===== config.mk =====
export PLATFORM = sky130hd
export DESIGN_NAME = frame_seq
export DESIGN_NICKNAME = d
export VERILOG_FILES = /design/src/rtl/frame_seq.sv
export SDC_FILE = /design/constraint.sdc
export NUM_CORES = 1
export LEC_CHECK = 0
export BUFFER_PORTS_ARGS = -buffer_cell sky130_fd_sc_hd__buf_4
export CAP_MARGIN = 20
export CORE_ASPECT_RATIO = 1.75
export CORE_MARGIN = 3
export CORE_UTILIZATION = 41
export DETAILED_ROUTE_END_ITERATION = 7
export PLACE_DENSITY_LB_ADDON = 0.08
export SLEW_MARGIN = 20
export SYNTH_ARGS = -nofsm -noshare
export SYNTH_HDL_FRONTEND = slang
export SYNTH_SLANG_ARGS = --single-unit

===== constraint.sdc =====
create_clock -name clk -period 7.6 [get_ports clk]
set_input_delay 1.52 -clock clk [delete_from_list [all_inputs] [get_ports clk]]
set_output_delay 1.52 -clock clk [all_outputs]
set_load 0.02 [all_outputs]

===== src/rtl/frame_seq.sv =====
module frame_seq #(
  parameter int DATA_W    = 32,
  parameter int MEM_WORDS = 64,
  parameter int CALL_LEN  = 2,
  localparam int ADDR_W   = $clog2(MEM_WORDS)
) (
  input  logic              clk,
  input  logic              rst_n,
  input  logic              start,
  input  logic [7:0]        opcode,
  input  logic [DATA_W-1:0] pc_in,
  input  logic [DATA_W-1:0] target,
  input  logic [DATA_W-1:0] reg_val,
  output logic              busy,
  output logic              done,
  output logic              err,
  output logic [DATA_W-1:0] pc_out,
  output logic              pc_load,
  output logic              wb_en,
  output logic [DATA_W-1:0] wb_data,
  output logic [DATA_W-1:0] sp_out,
  output logic [DATA_W-1:0] fp_out,
  output logic              mem_req,
  output logic              mem_we,
  output logic [ADDR_W-1:0] mem_addr,
  output logic [DATA_W-1:0] mem_wdata,
  input  logic [DATA_W-1:0] mem_rdata
);
  localparam logic [7:0] OP_CALL = 8'h0F;
  localparam logic [7:0] OP_RET  = 8'h10;
  localparam logic [7:0] OP_PUSH = 8'h18;
  localparam logic [7:0] OP_POP  = 8'h19;
  localparam logic [DATA_W-1:0] TOP = DATA_W'(MEM_WORDS);

  typedef enum logic [3:0] {
    S_IDLE, S_C_RET, S_C_FP, S_C_ZERO,
    S_R_VAL, S_R_FP, S_R_RA, S_R_WB,
    S_PUSH, S_POP, S_POP_WB, S_FIN
  } state_t;

  state_t            state;
  logic [DATA_W-1:0] sp, fp, pc_r, ret_pc, tgt_r, val_r, rv_r, sfp_r, wb_r;
  logic              err_r, ok_r, is_pop_r, is_pc_r;

  logic              acc, wr, in_rng;
  logic [DATA_W-1:0] addr, wd;

  always_comb begin
    acc  = 1'b0;
    wr   = 1'b0;
    addr = sp - 1'b1;
    wd   = '0;
    case (state)
      S_C_RET:  begin acc = 1'b1; wr = 1'b1; wd = ret_pc; end
      S_C_FP:   begin acc = 1'b1; wr = 1'b1; wd = fp; end
      S_C_ZERO: begin acc = 1'b1; wr = 1'b1; end
      S_PUSH:   begin acc = 1'b1; wr = 1'b1; wd = val_r; end
      S_R_VAL, S_R_FP, S_R_RA, S_POP: begin acc = 1'b1; addr = sp; end
      S_R_WB:   begin acc = 1'b1; wr = 1'b1; addr = sfp_r - 1'b1; wd = rv_r; end
      default:  ;
    endcase
  end

  assign in_rng    = addr < TOP;
  assign mem_req   = acc && in_rng;
  assign mem_we    = acc && wr && in_rng;
  assign mem_addr  = addr[ADDR_W-1:0];
  assign mem_wdata = wd;

  wire fault  = acc && !in_rng;
  wire op_ok  = (opcode == OP_CALL) || (opcode == OP_RET) ||
                (opcode == OP_PUSH) || (opcode == OP_POP);
  wire accept = (state == S_IDLE) && start && !err_r && op_ok;

  always_ff @(posedge clk) begin
    if (!rst_n) begin
      state    <= S_IDLE;
      sp       <= TOP;
      fp       <= TOP;
      pc_r     <= '0;
      ret_pc   <= '0;
      tgt_r    <= '0;
      val_r    <= '0;
      rv_r     <= '0;
      sfp_r    <= '0;
      wb_r     <= '0;
      err_r    <= 1'b0;
      ok_r     <= 1'b0;
      is_pop_r <= 1'b0;
      is_pc_r  <= 1'b0;
    end else if (fault) begin
      err_r <= 1'b1;
      ok_r  <= 1'b0;
      state <= S_FIN;
    end else begin
      case (state)
        S_IDLE: if (accept) begin
          ret_pc   <= pc_in + DATA_W'(CALL_LEN);
          tgt_r    <= target;
          val_r    <= reg_val;
          ok_r     <= 1'b1;
          is_pop_r <= opcode == OP_POP;
          is_pc_r  <= (opcode == OP_CALL) || (opcode == OP_RET);
          case (opcode)
            OP_CALL: state <= S_C_RET;
            OP_RET:  state <= S_R_VAL;
            OP_PUSH: state <= S_PUSH;
            default: state <= S_POP;
          endcase
        end
        S_C_RET: begin
          sp    <= sp - 1'b1;
          pc_r  <= ret_pc + tgt_r;
          state <= S_C_FP;
        end
        S_C_FP: begin
          sp    <= sp - 1'b1;
          fp    <= sp - 1'b1;
          state <= S_C_ZERO;
        end
        S_C_ZERO: begin
          sp    <= sp - 1'b1;
          state <= S_FIN;
        end
        S_R_VAL: begin
          sp    <= sp + 1'b1;
          state <= S_R_FP;
        end
        S_R_FP: begin
          rv_r  <= mem_rdata;
          sp    <= sp + 1'b1;
          state <= S_R_RA;
        end
        S_R_RA: begin
          sfp_r <= mem_rdata;
          sp    <= sp + 1'b1;
          state <= S_R_WB;
        end
        S_R_WB: begin
          fp    <= sfp_r;
          pc_r  <= mem_rdata;
          state <= S_FIN;
        end
        S_PUSH: begin
          sp    <= sp - 1'b1;
          state <= S_FIN;
        end
        S_POP: begin
          sp    <= sp + 1'b1;
          state <= S_POP_WB;
        end
        S_POP_WB: begin
          wb_r  <= mem_rdata;
          state <= S_FIN;
        end
        default: state <= S_IDLE;
      endcase
    end
  end

  assign busy    = state != S_IDLE;
  assign done    = state == S_FIN;
  assign err     = err_r;
  assign pc_out  = pc_r;
  assign pc_load = done && is_pc_r && ok_r;
  assign wb_en   = done && is_pop_r && ok_r;
  assign wb_data = wb_r;
  assign sp_out  = sp;
  assign fp_out  = fp;
endmodule


Yosys cells after proc, flatten, opt, wreduce, memory -nomap -nowiden:

Cells that the tools add are included.

* reduce and logical (&&, ||, !) cells: 35
* add/subtract/negate cells: 5
* bitwise gates (word level): 2
* equality and inequality tests: 17
* mux-type cells: 11
* magnitude comparators: 1

Operators by type and width (count)
* $pmux 32 s2: 4
* $pmux 32 s4: 1
* $sub 32x1->32 const B: 2
* $add 32x1->32 const B: 1
* $add 32x2->32 const B: 1
* $add 32x32->32: 1
* $lt 32x7->1 const B: 1
* $pmux 4 s8: 1
* $eq 8x5->1 const B: 3
* $eq 4x3->1 const B: 4
* $eq 4x4->1 const B: 4
* $reduce_and 2->1: 7
* $pmux 4 s3: 1
* $reduce_or 4->1: 3
* $logic_and 1x1->1: 11
* $reduce_or 9->1: 1
* $eq 4x2->1 const B: 2
* $eq 8x4->1 const B: 1
* $mux 4: 2
* $reduce_bool 2->1: 3
* $reduce_or 5->1: 1
* $eq 4x1->1 const B: 1
* $logic_not 4->1: 1
* $reduce_bool 4->1: 1
* 8 further kinds: 13

* register bits: 296
* output and inout bits: 173
* input bits: 139
* word-level logic and storage cells: 86

Depth between registers and ports, before layout:

* depth in word-level cells: 8
* mapped depth: 15
* gate-level depth less buffers: 12

Worst setup path before layout:

Ideal clock, no wire load.

* kind: register to output
* start: register sp[0] (netlist: sp_out[0])
* end: output port mem_req
* data required time: 6080 ps
* cell stages (with the launch flop): 12
* arrival time: 3235 ps
* buffers on the path: 1
* path slack: 2845 ps
* cells stage by stage: dfxtp_1 -> clkbuf_1 -> inv_1 -> ha_1 -> or3b_2 -> nor4_1 -> xor2_1 -> a2bb2oi_1 -> a2111oi_0 -> a21oi_1 -> or3_1 -> nor2_1

* longest elaborated chain between the ends: 4

Ends and longest elaborated chain
* from (decl): line 42 `logic [DATA_W-1:0] sp, fp, pc_r, ret_pc, tgt_r, val_r, rv_r, sfp_r, wb_r;`
* from (signal assigned): line 112 `sp <= sp - 1'b1;`
* from (signal assigned): line 117 `sp <= sp - 1'b1;`
* from (signal assigned): line 122 `sp <= sp - 1'b1;`
* $sub 32x1->32: line 51 `addr = sp - 1'b1;`
* $pmux 32 s2 *: line 53 `case (state)`
* $lt 32x7->1 *: line 64 `assign in_rng = addr < TOP;`
* $logic_and 1x1->1 *: line 65 `assign mem_req = acc && in_rng;`
* to (decl): line 23 `output logic mem_req,`

Mark *: on every way between the ends. The rest lies on a longest branch, timed or not.

Worst setup path after layout:

Same ends and word-level chain as after synthesis.

==> impl_results.html <==
<table>
<tr><th>Metric</th><th>Value</th></tr>
<tr><th colspan="2">Drt</th></tr>
<tr><td>Count of antenna-violating nets left after detailed routing</td><td>0</td></tr>
<tr><td>Final wirelength</td><td>approximately 60,000 um</td></tr>
<tr><td>DRC violation count after routing</td><td>0</td></tr>
<tr><td>Per-cell via count in the routed design</td><td>approximately 5.6</td></tr>
<tr><td>Total number of vias</td><td>between 10,000 and 15,000</td></tr>
<tr><td>Starting DRC count in detailed routing</td><td>952</td></tr>
<tr><td>Count of TritonRoute iterations in the first routing pass</td><td>5</td></tr>
<tr><td>Wire length per cell</td><td>23.2 um</td></tr>
<tr><th colspan="2">Floorplanning</th></tr>
<tr><td>IO Pins</td><td>about 310</td></tr>
<tr><td>Die area</td><td>between 0.03 and 0.04 mm2</td></tr>
<tr><td>Initial cell density of the core</td><td>41.8%</td></tr>
<tr><td>Number of placement rows</td><td>90</td></tr>
<tr><td>Placeable core region</td><td>0.0347 mm2</td></tr>
<tr><td>Die Y-Extent</td><td>255 um</td></tr>
<tr><td>Horizontal die dimension</td><td>148 um</td></tr>
<tr><th colspan="2">Cells and area</th></tr>
<tr><td>Layout Nets</td><td>between 2,000 and 2,500</td></tr>
<tr><td>Non-filler cells in the finished layout</td><td>around 2,600</td></tr>
<tr><td>Antenna cells</td><td>0</td></tr>
<tr><td>Fraction of final layout cells with drive strength greater than 1</td><td>19.1%</td></tr>
<tr><td>Area growth from synthesis to layout</td><td>25.9%</td></tr>
<tr><th colspan="2">Placed design</th></tr>
<tr><td>Count of input and output buffers</td><td>between 300 and 400</td></tr>
<tr><td>DP Wirelength</td><td>~44,000 um</td></tr>
<tr><td>Number of cells in the design after placement</td><td>2,512</td></tr>
<tr><td>RD Place Congestion</td><td>~0.94</td></tr>
<tr><td>Worst-case setup slack after placement</td><td>2.36 ns</td></tr>
<tr><th colspan="2">Job</th></tr>
<tr><td>Number of maximum-capacitance violations</td><td>0</td></tr>
<tr><th colspan="2">STA</th></tr>
<tr><td>Final setup viols</td><td>0</td></tr>
<tr><td>Max-Slew Margin vs Limit</td><td>24.9%</td></tr>
<tr><td>Worst Tran Pin Value</td><td>~1.1 ns</td></tr>
<tr><td>Worst clock skew on the final layout</td><td>0.0162 ns</td></tr>
<tr><td>Post-route minimum period</td><td>~5.9 ns</td></tr>
<tr><td>Max-slew violation total from the final report</td><td>0</td></tr>
<tr><td>Final Hold Fails</td><td>0</td></tr>
<tr><td>Setup TNS</td><td>0 ns</td></tr>
<tr><td>Maximum clock frequency</td><td>171 MHz</td></tr>
<tr><td>RSZ-0062 raised after global routing</td><td>no</td></tr>
<tr><td>Final worst-path cycle share</td><td>~77%</td></tr>
<tr><td>Worst Slack Setup Final</td><td>1.74 ns</td></tr>
<tr><th colspan="2">Yosys</th></tr>
<tr><td>Post-synth design cell area</td><td>0.0145 mm2</td></tr>
<tr><td>Top post-synthesis cells by count</td><td>nand2_1, dfxtp_1, a21oi_1</td></tr>
<tr><td>Number of different library cells in the post-synthesis netlist</td><td>69</td></tr>
<tr><td>Syn. warnings</td><td>0</td></tr>
<tr><td>Synth area leader</td><td>dfxtp_1</td></tr>
<tr><td>Share of the synthesized area in the top cell type</td><td>around two fifths</td></tr>
<tr><td>Synth async-reset ratio</td><td>0%</td></tr>
<tr><td>Synthesized netlist net count</td><td>2,016</td></tr>
<tr><td>Number of flops mapped to enable cells by yosys</td><td>0</td></tr>
<tr><td>Post-Syn Instances</td><td>1,841</td></tr>
<tr><td>Register area share after synthesis</td><td>between 40% and 50%</td></tr>
<tr><td>Most frequent cell after synthesis</td><td>nand2_1</td></tr>
<tr><td>Predominant post-synthesis flop cell</td><td>dfxtp_1</td></tr>
<tr><td>Synthesized area divided by synthesized cell count</td><td>~7.9 um2</td></tr>
<tr><td>Number of synthesized register bits</td><td>296</td></tr>
<tr><td>Top cells by area in the synthesized netlist</td><td>dfxtp_1, nand2_1, a21oi_1</td></tr>
<tr><th colspan="2">Worst setup path</th></tr>
<tr><td>Startpoint types</td><td>flip-flop</td></tr>
<tr><td>Critical path fanouts, max</td><td>10</td></tr>
<tr><td>Worst-path cell with the longest stage delay</td><td>nor3b_1</td></tr>
<tr><td>R2R Path Start</td><td>sp_out[0]</td></tr>
<tr><td>Number of buffers and inverters on the critical path</td><td>2</td></tr>
<tr><td>Kind of cell with the highest combined delay on the critical path</td><td>simple AND/OR/NAND/NOR gates</td></tr>
<tr><td>Endpoint of the lowest-slack register-to-register path</td><td>fp_out[6]</td></tr>
<tr><td>Endpoint type of the worst setup path</td><td>primary output</td></tr>
<tr><td>Crit Path Class</td><td>flip-flop to primary output</td></tr>
<tr><td>Internal reg-to-reg setup slack</td><td>approximately 3.0 ns</td></tr>
<tr><td>Sequence of cells on the critical path</td><td>inv_1, ha_1, nor3b_1, nand2_1, o22ai_1, a211oi_1, or4_1, o31a_1, or3_1, nor2_1, buf_4</td></tr>
<tr><td>Worst path max stage delay</td><td>0.55 ns</td></tr>
<tr><td>FF-to-FF path depth</td><td>11</td></tr>
<tr><td>CP Data Required Time</td><td>6.08 ns</td></tr>
<tr><td>Arrival time of the worst setup path</td><td>4.34 ns</td></tr>
<tr><th colspan="2">CTS</th></tr>
<tr><td>Clock H-tree levels</td><td>1</td></tr>
<tr><td>Clock insertion delay at the later pin of the skew report</td><td>0.59 ns</td></tr>
<tr><td>CTS tree</td><td>built</td></tr>
<tr><td>Post-CTS setup repair buffer count</td><td>0</td></tr>
<tr><td>Hold-fix buffers, CTS</td><td>0</td></tr>
<tr><td>Post-cts repair resize count</td><td>0</td></tr>
<tr><td>Clock root cell</td><td>clkbuf_16</td></tr>
<tr><td>Num Clock Sinks</td><td>296</td></tr>
<tr><td>Number of CTS-inserted buffers</td><td>30</td></tr>
<tr><td>Clock transition at the register clock pins on the worst setup and hold paths after CTS</td><td>0.06 ns</td></tr>
<tr><td>Clock Path Buffers</td><td>3</td></tr>
<tr><th colspan="2">Worst hold path</th></tr>
<tr><td>Number of cells on the worst hold path</td><td>2</td></tr>
<tr><td>Terminating pin of the worst hold path</td><td>is_pc_r</td></tr>
<tr><td>Critical hold path startpoint</td><td>is_pc_r</td></tr>
<tr><td>Class of the worst hold path</td><td>flip-flop to flip-flop</td></tr>
<tr><th colspan="2">Global route</th></tr>
<tr><td>Total global-route track usage</td><td>30.1%</td></tr>
<tr><td>Grt ovf</td><td>0</td></tr>
<tr><td>First-pass GRT wire length</td><td>86,200 um</td></tr>
<tr><td>Vias in the first global route</td><td>13,890</td></tr>
<tr><td>Initial antenna violation count</td><td>0</td></tr>
<tr><td>Maximum number of pins on one net before global-route repair</td><td>87</td></tr>
<tr><th colspan="2">Power</th></tr>
<tr><td>Reported net switching power</td><td>1.68 mW</td></tr>
<tr><td>Cell Int Power</td><td>3.10 mW</td></tr>
<tr><td>Proportion of power drawn by the clock network</td><td>34.6%</td></tr>
<tr><td>Share of power burned in combinational logic</td><td>28.5%</td></tr>
<tr><td>Power density cells</td><td>262 mW/mm2</td></tr>
<tr><td>Switch share</td><td>35.1%</td></tr>
<tr><td>Worst supply voltage drop on vdd</td><td>199 uV</td></tr>
<tr><td>Leakage</td><td>7.36 nW</td></tr>
<tr><td>Share of total power in sequential cells</td><td>~37%</td></tr>
<tr><th colspan="2">Status</th></tr>
<tr><td>Status</td><td>completed</td></tr>
</table>
stage by stage:
| stage | instance area, um2 | total power [mW] | hold slack [ns] | util (%) |
|---|---|---|---|---|
| final | 18200 | 4.78 | 0.451 | 52.6 |
| after CTS | 18200 | 4.81 | 0.453 | 52.6 |
| after global routing | 18200 | 4.97 | 0.466 | 52.6 |
| after floorplan | 14500 | 2.53 | 0.427 | - |
| after global placement | 17100 | 3.15 | 0.436 | 49.4 |
| after detailed placement | 17100 | 3.16 | 0.444 | 49.4 |
tightest hold or removal path, delay by kind of cell (launching register included):
| family | cells | cell delay (ns) |
|---|---|---|
| AND/OR/NAND/NOR | 1 | 0.05 |
| flip-flops | 1 | 0.31 |
| AO/OA/AOI/OAI | 1 | 0.05 |
worst max path at each step:
stage                    from      end  slack [ns]  cells past startpoint
floorplan           sp_out[0]  mem_req        2.84                     11
global placement    sp_out[7]  mem_req        2.41                      9
detailed placement  sp_out[0]  mem_req        2.36                     11
CTS                 sp_out[0]  mem_req        1.72                     11
global route        sp_out[0]  mem_req        1.40                     11
finish              sp_out[0]  mem_req        1.74                     11
area by class of cell:
type / count / area [um2]
fill: 3525 / 16500
multi-input combinational: 1399 / 8040
sequential: 296 / 5930
timing repair buffer: 329 / 2470
clock buffer: 40 / 848
tap: 460 / 576
clock inverter: 16 / 260
inverter: 28 / 110
placed cells by master, fill, tap and decap left out, types with 7 or more instances in the layout:
cell type,netlist,final
o31ai_1,7,7
dfxtp_1,296,296
nor2_1,155,153
o21a_1,11,11
a21o_1,7,7
inv_1,27,27
a211oi_1,44,44
a22oi_1,66,66
xnor2_1,35,35
nor3_1,31,27
clkinv_2,0,7
a311oi_1,11,11
xor2_1,37,37
nor4_1,20,19
nand3_1,24,24
ha_1,35,35
mux2i_1,45,45
a21oi_1,189,189
nand2b_1,10,10
or3_1,14,14
o211ai_1,16,16
buf_4,0,329
a31oi_1,12,12
nand4_1,16,16
and3_1,48,48
nor2b_1,10,10
or4_1,11,11
o21ai_0,50,50
nand2_1,396,395
and2_1,18,18
clkbuf_16,0,30
o21ai_1,10,10
per-layer routing:
layer  GRT usage [%]  share of wire, %
met4            19.5               7.4
met5               0                 0
met1            32.0                35
met3            3.64               5.2
met2            55.8                52
power groups by stage:
stage / logic (mW) / registers, mW / clock network, mW
final: 1.36 / 1.76 / 1.66
after global routing: 1.46 / 1.77 / 1.74
after CTS: 1.37 / 1.76 / 1.68
after detailed placement: 1.37 / 1.79 / 0
after global placement: 1.36 / 1.79 / 0
after floorplan: 0.689 / 1.85 / 0
cell families after synthesis:
group / Yosys count / synth area share [%]
and+or+nand+nor: 771 / 23.7
AOI/OAI and AO/OA: 474 / 20.8
DFF: 296 / 40.9
buffers and inverters: 146 / 3.90
xor gates and xnor gates: 72 / 4.35
muxes: 46 / 3.19
adders and majority gates: 36 / 3.16
(Power assumes the default switching activity.)
